## src/rtl/irq_pin_pkg.sv

```systemverilog
package irq_pin_pkg;
  localparam int unsigned ADDR_W = 2;

  localparam logic [ADDR_W-1:0] ADDR_STATUS = 2'd0;
  localparam logic [ADDR_W-1:0] ADDR_ENABLE = 2'd1;
  localparam logic [ADDR_W-1:0] ADDR_CTRL   = 2'd2;

  typedef enum logic {
    PIN_MODE_EVENT = 1'b0,
    PIN_MODE_LINK  = 1'b1
  } pin_mode_e;

  // Hub is configured and running: the only state that releases the pin in link mode.
  function automatic logic link_running(input logic configured, input logic suspended);
    return configured & ~suspended;
  endfunction
endpackage

```

## src/rtl/irq_status_bank.sv

```systemverilog
module irq_status_bank #(
  parameter int unsigned STAT_W = 8
) (
  input  logic              clk,
  input  logic              rst_n,
  input  logic [STAT_W-1:0] evt_i,
  input  logic [STAT_W-1:0] clr_i,
  output logic [STAT_W-1:0] stat_o
);
  logic [STAT_W-1:0] stat_q;

  // Per bit: an event sets, a clear resets, and the event wins a tie.
  function automatic logic next_bit(input logic cur, input logic set, input logic clr);
    return set | (cur & ~clr);
  endfunction

  for (genvar i = 0; i < STAT_W; i++) begin : g_bit
    always_ff @(posedge clk or negedge rst_n) begin
      if (!rst_n) stat_q[i] <= 1'b0;
      else        stat_q[i] <= next_bit(stat_q[i], evt_i[i], clr_i[i]);
    end

    a_r2_event_sets: assert property (@(posedge clk) disable iff (!rst_n)
      evt_i[i] |=> stat_q[i]);
    a_r3_clear_resets: assert property (@(posedge clk) disable iff (!rst_n)
      (clr_i[i] && !evt_i[i]) |=> !stat_q[i]);
    a_r3_falls_only_on_clear: assert property (@(posedge clk) disable iff (!rst_n)
      $fell(stat_q[i]) |-> $past(clr_i[i]));
  end

  assign stat_o = stat_q;
endmodule

```

## src/rtl/irq_cfg_regs.sv

```systemverilog
module irq_cfg_regs
  import irq_pin_pkg::*;
#(
  parameter int unsigned STAT_W = 8
) (
  input  logic              clk,
  input  logic              rst_n,
  input  logic              we_i,
  input  logic [ADDR_W-1:0] addr_i,
  input  logic [STAT_W-1:0] wdata_i,
  input  logic [STAT_W-1:0] stat_i,
  output logic [STAT_W-1:0] clr_o,
  output logic [STAT_W-1:0] en_o,
  output pin_mode_e         mode_o,
  output logic [STAT_W-1:0] rdata_o
);
  logic [STAT_W-1:0] en_q;
  pin_mode_e         mode_q;
  logic              wr_status, wr_enable, wr_ctrl;

  assign wr_status = we_i && (addr_i == ADDR_STATUS);
  assign wr_enable = we_i && (addr_i == ADDR_ENABLE);
  assign wr_ctrl   = we_i && (addr_i == ADDR_CTRL);

  assign clr_o = wr_status ? wdata_i : '0;

  always_ff @(posedge clk or negedge rst_n) begin
    if (!rst_n) begin
      en_q   <= '0;
      mode_q <= PIN_MODE_EVENT;
    end else begin
      if (wr_enable) en_q <= wdata_i;
      if (wr_ctrl)   mode_q <= pin_mode_e'(wdata_i[0]);
    end
  end

  always_comb begin
    unique case (addr_i)
      ADDR_STATUS: rdata_o = stat_i;
      ADDR_ENABLE: rdata_o = en_q;
      ADDR_CTRL:   rdata_o = {{(STAT_W-1){1'b0}}, mode_q};
      default:     rdata_o = '0;
    endcase
  end

  assign en_o   = en_q;
  assign mode_o = mode_q;

  a_r5_mode_written: assert property (@(posedge clk) disable iff (!rst_n)
    wr_ctrl |=> (mode_q == pin_mode_e'($past(wdata_i[0]))));
  a_r5_enable_written: assert property (@(posedge clk) disable iff (!rst_n)
    wr_enable |=> (en_q == $past(wdata_i)));
  a_r11_spare_addr_inert: assert property (@(posedge clk) disable iff (!rst_n)
    (we_i && addr_i == 2'd3) |=> ($stable(en_q) && $stable(mode_q)));
endmodule

```

## src/rtl/irq_pin_drive.sv

```systemverilog
module irq_pin_drive
  import irq_pin_pkg::*;
#(
  parameter int unsigned STAT_W = 8
) (
  input  logic              clk,
  input  logic              rst_n,
  input  logic [STAT_W-1:0] stat_i,
  input  logic [STAT_W-1:0] en_i,
  input  pin_mode_e         mode_i,
  input  logic              hub_cfg_i,
  input  logic              hub_susp_i,
  output logic              pull_low_o
);
  logic event_pending;
  logic link_low;
  logic pull_low_q;

  function automatic logic any_enabled(input logic [STAT_W-1:0] s, input logic [STAT_W-1:0] e);
    return |(s & e);
  endfunction

  assign event_pending = any_enabled(stat_i, en_i);
  assign link_low      = ~link_running(hub_cfg_i, hub_susp_i);

  always_ff @(posedge clk or negedge rst_n) begin
    if (!rst_n) pull_low_q <= 1'b0;
    else        pull_low_q <= (mode_i == PIN_MODE_LINK) ? link_low : event_pending;
  end

  assign pull_low_o = pull_low_q;

  a_r1_released_in_reset: assert property (@(posedge clk)
    !rst_n |-> !pull_low_q);
  a_r6_event_asserts: assert property (@(posedge clk) disable iff (!rst_n)
    (mode_i == PIN_MODE_EVENT && event_pending) |=> pull_low_q);
  a_r6_event_releases: assert property (@(posedge clk) disable iff (!rst_n)
    (mode_i == PIN_MODE_EVENT && !event_pending) |=> !pull_low_q);
  a_r9_link_released: assert property (@(posedge clk) disable iff (!rst_n)
    (mode_i == PIN_MODE_LINK && hub_cfg_i && !hub_susp_i) |=> !pull_low_q);
  a_r9_link_low: assert property (@(posedge clk) disable iff (!rst_n)
    (mode_i == PIN_MODE_LINK && (!hub_cfg_i || hub_susp_i)) |=> pull_low_q);
endmodule

```

## src/rtl/irq_pin_ctrl.sv

```systemverilog
module irq_pin_ctrl
  import irq_pin_pkg::*;
#(
  parameter int unsigned STAT_W = 8
) (
  input  logic              clk,
  input  logic              rst_n,
  input  logic [STAT_W-1:0] evt_i,
  input  logic              reg_we,
  input  logic [1:0]        reg_addr,
  input  logic [STAT_W-1:0] reg_wdata,
  output logic [STAT_W-1:0] reg_rdata,
  input  logic              hub_configured,
  input  logic              hub_suspended,
  output logic              irq_pull_low
);
  logic [STAT_W-1:0] status;
  logic [STAT_W-1:0] clear_mask;
  logic [STAT_W-1:0] enable;
  pin_mode_e         mode;

  irq_status_bank #(.STAT_W(STAT_W)) u_status (
    .clk    (clk),
    .rst_n  (rst_n),
    .evt_i  (evt_i),
    .clr_i  (clear_mask),
    .stat_o (status)
  );

  irq_cfg_regs #(.STAT_W(STAT_W)) u_regs (
    .clk     (clk),
    .rst_n   (rst_n),
    .we_i    (reg_we),
    .addr_i  (reg_addr),
    .wdata_i (reg_wdata),
    .stat_i  (status),
    .clr_o   (clear_mask),
    .en_o    (enable),
    .mode_o  (mode),
    .rdata_o (reg_rdata)
  );

  irq_pin_drive #(.STAT_W(STAT_W)) u_drive (
    .clk        (clk),
    .rst_n      (rst_n),
    .stat_i     (status),
    .en_i       (enable),
    .mode_i     (mode),
    .hub_cfg_i  (hub_configured),
    .hub_susp_i (hub_suspended),
    .pull_low_o (irq_pull_low)
  );
endmodule

```

## config.mk

```make
export PLATFORM = sky130hd
export DESIGN_NAME = irq_pin_ctrl
export DESIGN_NICKNAME = d
export VERILOG_FILES = /design/src/rtl/irq_pin_pkg.sv /design/src/rtl/irq_status_bank.sv /design/src/rtl/irq_cfg_regs.sv /design/src/rtl/irq_pin_drive.sv /design/src/rtl/irq_pin_ctrl.sv
export SDC_FILE = /design/constraint.sdc
export NUM_CORES = 1
export LEC_CHECK = 0
export BUFFER_PORTS_ARGS = -buffer_cell sky130_fd_sc_hd__buf_2
export CORE_MARGIN = 2
export CORE_UTILIZATION = 30
export DETAILED_ROUTE_END_ITERATION = 12
export MAX_ROUTING_LAYER = met4
export PLACE_DENSITY_LB_ADDON = 0.3
export SYNTH_ARGS = -nofsm -noshare
export SYNTH_HDL_FRONTEND = slang
export SYNTH_SLANG_ARGS = --single-unit
export TNS_END_PERCENT = 30
```

## constraint.sdc

```tcl
create_clock -name clk -period 1.2 [get_ports clk]
set_clock_uncertainty 0.1 [all_clocks]
set_input_delay 0.12 -clock clk [delete_from_list [all_inputs] [get_ports clk]]
set_output_delay 0.12 -clock clk [all_outputs]
set_load 0.005 [all_outputs]
```

==> reports/metrics.yaml <==
grt_overflow_total: 0
die_y_um: 57.8
drc_errors: 0
timing.critical_path.buf_inv: 2
drt-total-wl_mm: 2.06
drtAntennaViolNets: 0
avgSynthCellArea_um2: 12.1
clockRootBuffer: "clkbuf_4"
io_pins: 32
synth_commonest_cells: "18 x dfrtp_1, 9 x mux2_2, 8 x a21o_1, 8 x mux2i_1, 8 x nand2_1"
cp-end-kind: "primary output"
numPortBuffers: 31
critPathSlowestCell: "dfrtp_1"
setup_viol: 9
timing.rr.end: "u_drive.pull_low_o"
grt_pass1_vias: 847
ys_ff_latch: 18
dieArea_mm2: 0.00334
multi_input_comb_area_um2: 409
antenna_found_initial: 0
ys.flop_type: "dfrtp_1"
drive_above_1_share: 0.448
p_total_mw: 1.43
r2r_slack_ns: -0.06
place_inst: 140
initial_core_util: 0.315
max_stage_delay_ns: 0.41
setup_ws_ns: -0.151
synth.largest_area_cell: "dfrtp_1"
hold_end: "u_drive.pull_low_o"
finalHoldViolations: 0
syn_inst: 72
cts_inserted_buffers: 3
synth-seq-area-share: 0.519
whs_path_depth: 3
final.setup.tns_ns: -0.479
grt_max_degree: 19
required_ns: 0.98
vias_per_cell: 4.72
grt.total_usage: 0.146
peakVddDrop_mv: 0.543
r2r_start: "u_status.stat_o[4]"
crit_type: "register to primary output"
yosysUniqueCellTypes: 16
max_clock_freq_mhz: 740
min_from: "hub_suspended"
htree_levels: 1
first_pass_iters: 2
syn_nets: 95
syn_area_um2: 868
clk_latency_ns: 0.29
tightest_slew_ns: 0.403
critPathArrivalTime_ns: 1.13
drv_cap: 0
gp_congestion: 0.765
synth.most_common_cell: "dfrtp_1"
wl_met1_um: 965
grt_setup_unrepaired: "true"
wl_met3_um: 106
die_w_um: 57.8
crit_fanout: 2
vias: 779
slew_viol_final: 0
critPathLaunchType: "register"
crit_chain: "buf_6, mux2i_1, o2bb2ai_1, buf_2"
regArea_um2: 450
dp_hpwl_mm: 1.53
cts.sinks: 18
grt_pass1_wl_mm: 3.62
fp-row-count: 19
fin_nets: 158
violations: "setup timing"
hold_path.class: "input pin to register"
dr.max_layer_used: "met4"
drt_iter0_drc: 2
async_flop_share: 1.00
area_delta_synth_final_pct: 56.6
min_period_ns: 1.35
synth_area_leaders: "dfrtp_1 52%, mux2_2 12%, mux2i_1 9.2%"
fillCellCount: 258
cts_buffer_depth: 2
r2r.worst_path.cells: 4
power.leakage_nw: 0.623
antenna_cells: 0
cts_tree: "done"
routedWlPerCell_um: 12.5
critical-path-top-delay-family: "flip-flops"
slew_headroom: 0.731
layout.cells.non_filler: 165
coreArea_mm2: 0.00276
wl_met2_um: 977
yosys_warnings: 0
synth_top_area_share: 0.519
status: "finished, violations left"
path_clk_slew_ns: 0.10
fin_crit_sh: 1.13
synth_edf_count: 0
powerDensity_mw_per_mm2: 1050
## cells in the final DEF, fill, tap and decap left out, drive strengths merged
cell type / count
buf: 42
dlygate4sd3: 18
dfrtp: 18
mux2: 9
nand2: 9
mux2i: 8
a21o: 8
nor2: 7
clkbuf: 4
a22oi: 4
nand3b: 2
and2b: 1
o2bb2ai: 1
nand4: 1
o21a: 1
nor3b: 1
## worst min-delay path: cells and delay by family
| family | cells | cell delay, ns |
|---|---|---|
| AO/OA/AOI/OAI | 1 | 0.11 |
| buffers and inverters | 1 | 0.07 |
| AND/OR/NAND/NOR | 1 | 0.09 |
## cell type report
class,instances,area share
multi-input cells,52,0.301
flip-flops and latches,18,0.331
well taps,31,0.0285
repair buffers,60,0.313
clock buffers,4,0.0267
## how the worst max path moves through the flow
stage / start / depth (start not counted) / slack [ns] / endpoint
2_1_floorplan: reg_addr[1] / 3 / 0.17 / u_regs.en_o[0]
6_report: u_status.stat_o[0] / 4 / -0.15 / reg_rdata[0]
3_3_place_gp: reg_addr[1] / 4 / -0.04 / u_regs.en_o[6]
3_5_place_dp: reg_addr[1] / 4 / -0.08 / u_regs.en_o[5]
4_1_cts: u_status.stat_o[0] / 4 / -0.17 / reg_rdata[0]
5_1_grt: u_status.stat_o[0] / 4 / -0.22 / reg_rdata[0]
## power breakdown
part | internal (mW) | total [mW] | switching (mW)
clock network | 0.185 | 0.369 | 0.185
registers | 0.676 | 0.734 | 0.0577
logic | 0.208 | 0.331 | 0.123
total | 1.07 | 1.43 | 0.365
## flip-flops by register name, indices dropped and copies added, names as in the netlist
signal and cells:
u_drive.pull_low_o 1, u_regs.en_o 8, u_regs.mode_o 1, u_status.stat_o 8
## cell families after synthesis
group,count (synthesis),synth area share
simple gates,21,0.128
flops,18,0.519
mux,17,0.209
compound gates,14,0.122
buf+inv,2,0.0216
## per-layer routing
| layer | vias to the layer above | global-route usage |
|---|---|---|
| li1 | 383 | - |
| met1 | 375 | 0.191 |
| met2 | 19 | 0.222 |
| met3 | 2 | 0.0268 |
| met4 | 0 | 0.0598 |
| met5 | - | - |
## repair_timing
item | in CTS | in global routing
endpoints found under the hold margin | 36 | 0
endpoints found under the setup margin | 8 | 9
pin swaps | 1 | 1
setup buffers | 3 | 0
gates resized for setup | 3 | 1
hold buffers | 18 | 0
## metrics by stage
step	instance area, um^2	setup slack [ns]	hold WS (ns)	utilization
4_1_cts	1360	-0.172	0.0160	0.491
6_report	1360	-0.151	0.0290	0.493
2_1_floorplan	868	0.171	-0.276	-
3_3_place_gp	1100	-0.0393	-0.0271	0.400
3_5_place_dp	1100	-0.0794	-0.0254	0.400
5_1_grt	1360	-0.221	0.0401	0.493
(Power assumes the default switching activity.)
